File: src/rtl/dma_reload_pkg.sv
package dma_reload_pkg;
  typedef enum logic [1:0] {
    ST_IDLE,
    ST_REQ,
    ST_RD,
    ST_WR
  } dma_st_e;
endpackage

File: src/rtl/dma_req_latch.sv
module dma_req_latch (
  input  logic clk_i,
  input  logic rst_ni,
  input  logic flush_i,
  input  logic set_i,
  input  logic clr_i,
  output logic pend_o
);
  logic pend_q;

  // set wins over clr so a request in the grant cycle is kept
  always_ff @(posedge clk_i or negedge rst_ni) begin
    if (!rst_ni)      pend_q <= 1'b0;
    else if (flush_i) pend_q <= 1'b0;
    else              pend_q <= set_i | (pend_q & ~clr_i);
  end

  assign pend_o = pend_q;
endmodule

File: src/rtl/dma_addr_step.sv
module dma_addr_step #(
  parameter int unsigned ADDR_W     = 32,
  parameter bit          HAS_RELOAD = 1'b0
) (
  input  logic              clk_i,
  input  logic              rst_ni,
  input  logic              load_i,
  input  logic [ADDR_W-1:0] init_i,
  input  logic              step_i,
  input  logic              reload_i,
  output logic [ADDR_W-1:0] addr_o
);
  logic [ADDR_W-1:0] addr_q, next_addr;

  generate
    if (HAS_RELOAD) begin : g_reload
      logic [ADDR_W-1:0] base_q;
      always_ff @(posedge clk_i or negedge rst_ni) begin
        if (!rst_ni)     base_q <= '0;
        else if (load_i) base_q <= init_i;
      end
      assign next_addr = reload_i ? base_q : addr_q + 1'b1;
    end else begin : g_plain
      logic unused_reload;
      assign unused_reload = reload_i;
      assign next_addr     = addr_q + 1'b1;
    end
  endgenerate

  always_ff @(posedge clk_i or negedge rst_ni) begin
    if (!rst_ni)     addr_q <= '0;
    else if (load_i) addr_q <= init_i;
    else if (step_i) addr_q <= next_addr;
  end

  assign addr_o = addr_q;
endmodule

File: src/rtl/dma_xfer_count.sv
module dma_xfer_count #(
  parameter int unsigned CNT_W     = 16,
  parameter int unsigned GROUP_LEN = 4
) (
  input  logic             clk_i,
  input  logic             rst_ni,
  input  logic             load_i,
  input  logic [CNT_W-1:0] count_i,
  input  logic             step_i,
  output logic             last_o,
  output logic             group_end_o
);
  localparam int unsigned GRP_W = (GROUP_LEN > 1) ? $clog2(GROUP_LEN) : 1;

  logic [CNT_W-1:0] tcr_q;
  logic [GRP_W-1:0] grp_q;

  assign last_o      = (tcr_q == CNT_W'(1));
  assign group_end_o = (grp_q == GRP_W'(GROUP_LEN - 1));

  always_ff @(posedge clk_i or negedge rst_ni) begin
    if (!rst_ni) begin
      tcr_q <= '0;
      grp_q <= '0;
    end else if (load_i) begin
      tcr_q <= count_i;
      grp_q <= '0;
    end else if (step_i) begin
      tcr_q <= tcr_q - 1'b1;
      grp_q <= group_end_o ? '0 : grp_q + 1'b1;
    end
  end
endmodule

File: src/rtl/dma_reload_chan.sv
module dma_reload_chan
  import dma_reload_pkg::*;
#(
  parameter int unsigned ADDR_W    = 32,
  parameter int unsigned DATA_W    = 8,
  parameter int unsigned CNT_W     = 16,
  parameter int unsigned GROUP_LEN = 4
) (
  input  logic              clk_i,
  input  logic              rst_ni,
  input  logic              cfg_load_i,
  input  logic [ADDR_W-1:0] cfg_src_i,
  input  logic [ADDR_W-1:0] cfg_dst_i,
  input  logic [CNT_W-1:0]  cfg_count_i,
  input  logic              cfg_reload_i,
  input  logic              dreq_i,
  output logic              bus_req_o,
  input  logic              bus_gnt_i,
  output logic              m_valid_o,
  output logic              m_write_o,
  output logic [ADDR_W-1:0] m_addr_o,
  output logic [DATA_W-1:0] m_wdata_o,
  input  logic [DATA_W-1:0] m_rdata_i,
  input  logic              m_ready_i,
  output logic              irq_o,
  input  logic              irq_ack_i
);
  dma_st_e st_q, st_d;
  logic en_q, reload_q, irq_q;
  logic [DATA_W-1:0] buf_q;
  logic [ADDR_W-1:0] src_addr, dst_addr;
  logic pend, last, group_end;
  logic rd_done, wr_done, grp_start, src_reload;

  assign rd_done    = (st_q == ST_RD) && m_ready_i;
  assign wr_done    = (st_q == ST_WR) && m_ready_i;
  assign grp_start  = (st_q == ST_REQ) && bus_gnt_i;
  assign src_reload = reload_q && group_end;

  dma_req_latch u_req (
    .clk_i  (clk_i),
    .rst_ni (rst_ni),
    .flush_i(cfg_load_i),
    .set_i  (dreq_i && en_q),
    .clr_i  (grp_start),
    .pend_o (pend)
  );

  dma_addr_step #(.ADDR_W(ADDR_W), .HAS_RELOAD(1'b1)) u_src (
    .clk_i   (clk_i),
    .rst_ni  (rst_ni),
    .load_i  (cfg_load_i),
    .init_i  (cfg_src_i),
    .step_i  (wr_done),
    .reload_i(src_reload),
    .addr_o  (src_addr)
  );

  dma_addr_step #(.ADDR_W(ADDR_W), .HAS_RELOAD(1'b0)) u_dst (
    .clk_i   (clk_i),
    .rst_ni  (rst_ni),
    .load_i  (cfg_load_i),
    .init_i  (cfg_dst_i),
    .step_i  (wr_done),
    .reload_i(1'b0),
    .addr_o  (dst_addr)
  );

  dma_xfer_count #(.CNT_W(CNT_W), .GROUP_LEN(GROUP_LEN)) u_cnt (
    .clk_i      (clk_i),
    .rst_ni     (rst_ni),
    .load_i     (cfg_load_i),
    .count_i    (cfg_count_i),
    .step_i     (wr_done),
    .last_o     (last),
    .group_end_o(group_end)
  );

  always_comb begin
    st_d = st_q;
    unique case (st_q)
      ST_IDLE: if (en_q && pend) st_d = ST_REQ;
      ST_REQ:  if (bus_gnt_i)    st_d = ST_RD;
      ST_RD:   if (m_ready_i)    st_d = ST_WR;
      ST_WR: begin
        if (m_ready_i) st_d = (last || src_reload) ? ST_IDLE : ST_RD;
      end
      default: st_d = ST_IDLE;
    endcase
    if (cfg_load_i) st_d = ST_IDLE;
  end

  always_ff @(posedge clk_i or negedge rst_ni) begin
    if (!rst_ni) begin
      st_q     <= ST_IDLE;
      en_q     <= 1'b0;
      reload_q <= 1'b0;
      irq_q    <= 1'b0;
      buf_q    <= '0;
    end else begin
      st_q <= st_d;
      if (rd_done) buf_q <= m_rdata_i;
      if (cfg_load_i) begin
        en_q     <= (cfg_count_i != '0);
        reload_q <= cfg_reload_i;
        irq_q    <= 1'b0;
      end else if (wr_done && last) begin
        en_q  <= 1'b0;
        irq_q <= 1'b1;
      end else if (irq_ack_i) begin
        irq_q <= 1'b0;
      end
    end
  end

  assign bus_req_o = (st_q != ST_IDLE);
  assign m_valid_o = (st_q == ST_RD) || (st_q == ST_WR);
  assign m_write_o = (st_q == ST_WR);
  assign m_addr_o  = (st_q == ST_WR) ? dst_addr : src_addr;
  assign m_wdata_o = buf_q;
  assign irq_o     = irq_q;
endmodule

File: config.mk
export PLATFORM = sky130hd
export DESIGN_NAME = dma_reload_chan
export DESIGN_NICKNAME = d
export VERILOG_FILES = /design/src/rtl/dma_reload_pkg.sv /design/src/rtl/dma_req_latch.sv /design/src/rtl/dma_addr_step.sv /design/src/rtl/dma_xfer_count.sv /design/src/rtl/dma_reload_chan.sv
export SDC_FILE = /design/constraint.sdc
export NUM_CORES = 1
export LEC_CHECK = 0
export BUFFER_PORTS_ARGS = -buffer_cell sky130_fd_sc_hd__buf_2
export CAP_MARGIN = 0
export CORE_MARGIN = 2
export CORE_UTILIZATION = 52
export CTS_BUF_LIST = sky130_fd_sc_hd__clkbuf_4 sky130_fd_sc_hd__clkbuf_8
export DETAILED_ROUTE_END_ITERATION = 10
export PLACE_DENSITY = 0.89
export SLEW_MARGIN = 25
export SYNTH_ARGS = -nofsm -noshare
export SYNTH_HDL_FRONTEND = slang
export SYNTH_SLANG_ARGS = --single-unit
File: constraint.sdc
create_clock -name clk_i -period 2.1 [get_ports clk_i]
set_clock_uncertainty 0.15 [all_clocks]
set_input_delay 0.42 -clock clk_i [delete_from_list [all_inputs] [get_ports clk_i]]
set_output_delay 0.42 -clock clk_i [all_outputs]
set_load 0.01 [all_outputs]
==> run_results.csv <==
group,metric,value,unit
power_and_ir_drop,leakage,4.350,nW
routing,drt_iter0_drc,1398,
run_status,status,"finished, violations left",
final_layout,utilization,0.7117,
cts,cts_buffers,17,
worst_setup_path,critPathKind,"reg -> out",
yosys,synth_seq_cells,128,
placement,place_area,8561,µm²
sta,fin_crit,2.357,ns
cts,h-tree-depth,4,
final_layout,syn2layout_area_growth,35.27,%
sta,setup_ws,-0.2572,ns
yosys,synth_edf_count,0,
cts,clkTransAtPathRegs,0.08,ns
power_and_ir_drop,peakVddDrop,567.6,µV
floorplanning,die_h,121.8,µm
cts,cts_root_buf,"clkbuf_8",
worst_setup_path,cp_data_required_time,1.53,ns
final_layout,final_nets,1107,
routing,drtPass1Iterations,8,
yosys,synth_seq_area_share,0.4438,
yosys,synth_nets,913,
final_layout,drive_above_1_share,0.3664,
routing,drtAntennaViolNets,0,
worst_setup_path,critPathArrivalTime,1.79,ns
sta,tightest_slew,0.7389,ns
floorplanning,rows,43,
placement,gp_congestion,0.9525,
sta,drv_slew,0,
floorplanning,io_pins,140,
cts,clkLatencyLatePin,0.48,ns
final_layout,fin_area,9764,µm²
sta,fmax,424.2,MHz
worst_setup_path,worst_setup_path_start_kind,"flop",
sta,relSlewSlack,0.5022,
yosys,synth_cell_types,52,
floorplanning,core_area,13720,µm²
routing,drt-vias-per-instance,6.597,
cts,clock_sinks,128,
routing,wl_per_cell,23.02,µm
placement,port_buffers,139,
yosys,ys.warnings.count,0,
floorplanning,chipWidth,121.8,µm
routing,drt-total-wl,27620,µm
grt,grtUsageTotal,0.3159,
grt,grt_overflow,0,
power_and_ir_drop,power_density,664.3,nW/µm²
yosys,avgSynthCellArea,8.889,µm²
grt,antenna_found_initial,2,
routing,route.detailed.drc,0,
cts,cts_buffer_depth,2,
job,cap_violations,0,
yosys,synth_ff_type,"dfrtp_1",
yosys,synthArstFlopShare,1.000,
sta,hold_violations,0,
yosys,syn-instance-count,812,
placement,dp_hpwl,14380,µm
min_path,hold_path.class,"in -> reg",
grt,grt_pass1_vias,7260,
run_status,violations,"setup timing",
grt,grt_pass1_wl,36370,µm
sta,rsz0062_at_grt,"yes",
floorplanning,initial_core_util,0.5261,
routing,num_vias,7916,
worst_setup_path,end_kind,"output pin",
floorplanning,dieArea,14840,µm²
sta,fin_hold_ws,0.01765,ns
yosys,synth_area,7218,µm²
grt,grt_max_degree,69,
sta,setup_viol,57,
worst_setup_path,path_max_fanout,5,
cts,cts_tree,"yes",
sta,fin_crit_sh,1.122,
[routing by layer]
| layer | vias to the layer above | GRT usage | share of wire |
|---|---|---|---|
| met2 | 696 | 0.4951 | 0.44 |
| met3 | 284 | 0.08942 | 0.12 |
| li1 | 3284 | - | - |
| met1 | 3652 | 0.3860 | 0.33 |
| met4 | 0 | 0.1940 | 0.099 |
| met5 | - | 0 | 0 |
[cell families (layout without fill, tap and decap cells)]
kind of cell,count (synthesis),count (layout),synth area share
buffers and inverters,86,292,0.04541
XOR/XNOR,59,59,0.07159
other,0,2,0
adder cells (fa/ha/maj),5,5,0.008667
AND/OR/NAND/NOR,304,304,0.2071
AO/OA/AOI/OAI,178,178,0.1434
multiplexers,52,52,0.08008
flip-flops,128,128,0.4438
[repair_timing]
item | 4_1_cts | 5_1_grt
buffers inserted | 6 | 5
gates resized for setup | 44 | 94
hold buffers | 1 | 0
gates cloned | 4 | 2
endpoints found under the hold margin | 36 | 0
pin swaps | 3 | 12
endpoints found under the setup margin | 39 | 63
[cells in the final DEF (no fill, tap or decap), drive strengths merged, types with 2 or more instances in the layout]
cell type | synthesis | layout
or4 | 3 | 3
nor4 | 26 | 26
a31oi | 3 | 3
ha | 5 | 5
and2 | 6 | 6
o21ai | 90 | 90
nand3 | 28 | 28
a211oi | 5 | 5
and4 | 7 | 7
buf | 11 | 224
o31a | 3 | 3
diode | 0 | 2
nand2b | 2 | 2
a22o | 2 | 2
o31ai | 3 | 3
nand4 | 15 | 15
nand3b | 3 | 3
a221o | 3 | 3
inv | 34 | 33
a22oi | 3 | 3
or2 | 6 | 6
a21oi | 42 | 42
dfrtp | 128 | 128
clkbuf | 41 | 27
and3 | 14 | 14
o221ai | 9 | 9
nor3 | 44 | 44
o22ai | 5 | 5
mux2i | 6 | 6
mux2 | 46 | 46
xnor2 | 47 | 47
nand2 | 114 | 114
clkinv | 0 | 5
xor2 | 12 | 12
nor2 | 31 | 31
or3 | 3 | 3
[worst paths after layout]
check                              startpoint                to  slack, ns  depth (start not counted)
worst max-delay path                  st_q[1]       m_addr_o[5]      -0.26                          5
worst min-delay path            cfg_dst_i[27]  u_dst.addr_o[27]       0.02                          3
worst max register to register        st_q[0]  u_dst.addr_o[16]      -0.24                          8
worst min register to register   m_wdata_o[3]      m_wdata_o[3]       0.36                          1
max in group asynchronous              rst_ni   u_dst.addr_o[9]       0.76                          3
min in group asynchronous              rst_ni  u_dst.addr_o[18]       0.37                          2
[cell usage after synthesis (4+ instances only)]
library cell / count / share of area
dfrtp_1: 128 / 0.44
nand2_1: 114 / 0.059
o21ai_0: 86 / 0.060
xnor2_1: 47 / 0.057
mux2_2: 46 / 0.072
nor3_1: 44 / 0.031
a21oi_1: 42 / 0.029
clkbuf_1: 40 / 0.021
inv_1: 34 / 0.018
nor2_1: 31 / 0.016
nand3_1: 26 / 0.018
nor4_1: 26 / 0.023
nand4_1: 15 / 0.013
and3_1: 14 / 0.012
xor2_1: 12 / 0.015
o221ai_1: 9 / 0.011
buf_1: 8 / 0.0042
and4_1: 7 / 0.0085
and2_1: 6 / 0.0052
mux2i_1: 6 / 0.0083
or2_2: 6 / 0.0052
a211oi_1: 5 / 0.0052
ha_1: 5 / 0.0087
o22ai_1: 5 / 0.0043
o21ai_1: 4 / 0.0028
[worst max-delay path, stage by stage, from the launching register on]
cell     delay (ns)
dfrtp_1        0.43
nand2_4        0.15
buf_8          0.15
buf_12         0.14
mux2_4         0.32
buf_6          0.13
[power breakdown]
group / switching (W) / internal (W)
registers: 0.000260 / 0.00274
clock network: 0.00102 / 0.00108
logic: 0.000726 / 0.000663
total: 0.00200 / 0.00448
[flip-flops by register name, summed over array words and instances (netlist names)]
name                   count
u_dst.addr_o              32
u_src.addr_o              32
u_src.g_reload.base_q     32
u_cnt.tcr_q               16
m_wdata_o                  8
st_q                       2
u_cnt.grp_q                2
en_q                       1
irq_o                      1
reload_q                   1
u_req.pend_o               1
[area by class of cell]
cell class | count | area (µm²)
antenna | 2 | 5.005
clock buffer | 25 | 312.8
clock inverter | 6 | 57.56
fill | 918 | 3955
inverter | 34 | 140.1
multi-input combinational | 598 | 4101
sequential | 128 | 3206
tap | 180 | 225.2
timing repair buffer | 227 | 1717
[through the flow]
| step | cells | TNS [ns] | setup slack [ns] | total power [W] |
|---|---|---|---|---|
| 2_1_floorplan | 812 | 0 | 0.007540 | 0.003576 |
| 3_3_place_gp | 1150 | -0.2127 | -0.05536 | 0.004090 |
| 6_report | 1200 | -9.118 | -0.2572 | 0.006487 |
| 3_5_place_dp | 1150 | -0.9027 | -0.1284 | 0.004145 |
| 5_1_grt | 1199 | -11.87 | -0.2937 | 0.006746 |
| 4_1_cts | 1192 | -6.210 | -0.2347 | 0.006225 |
No activity file was read; power rests on OpenSTA's default activity.
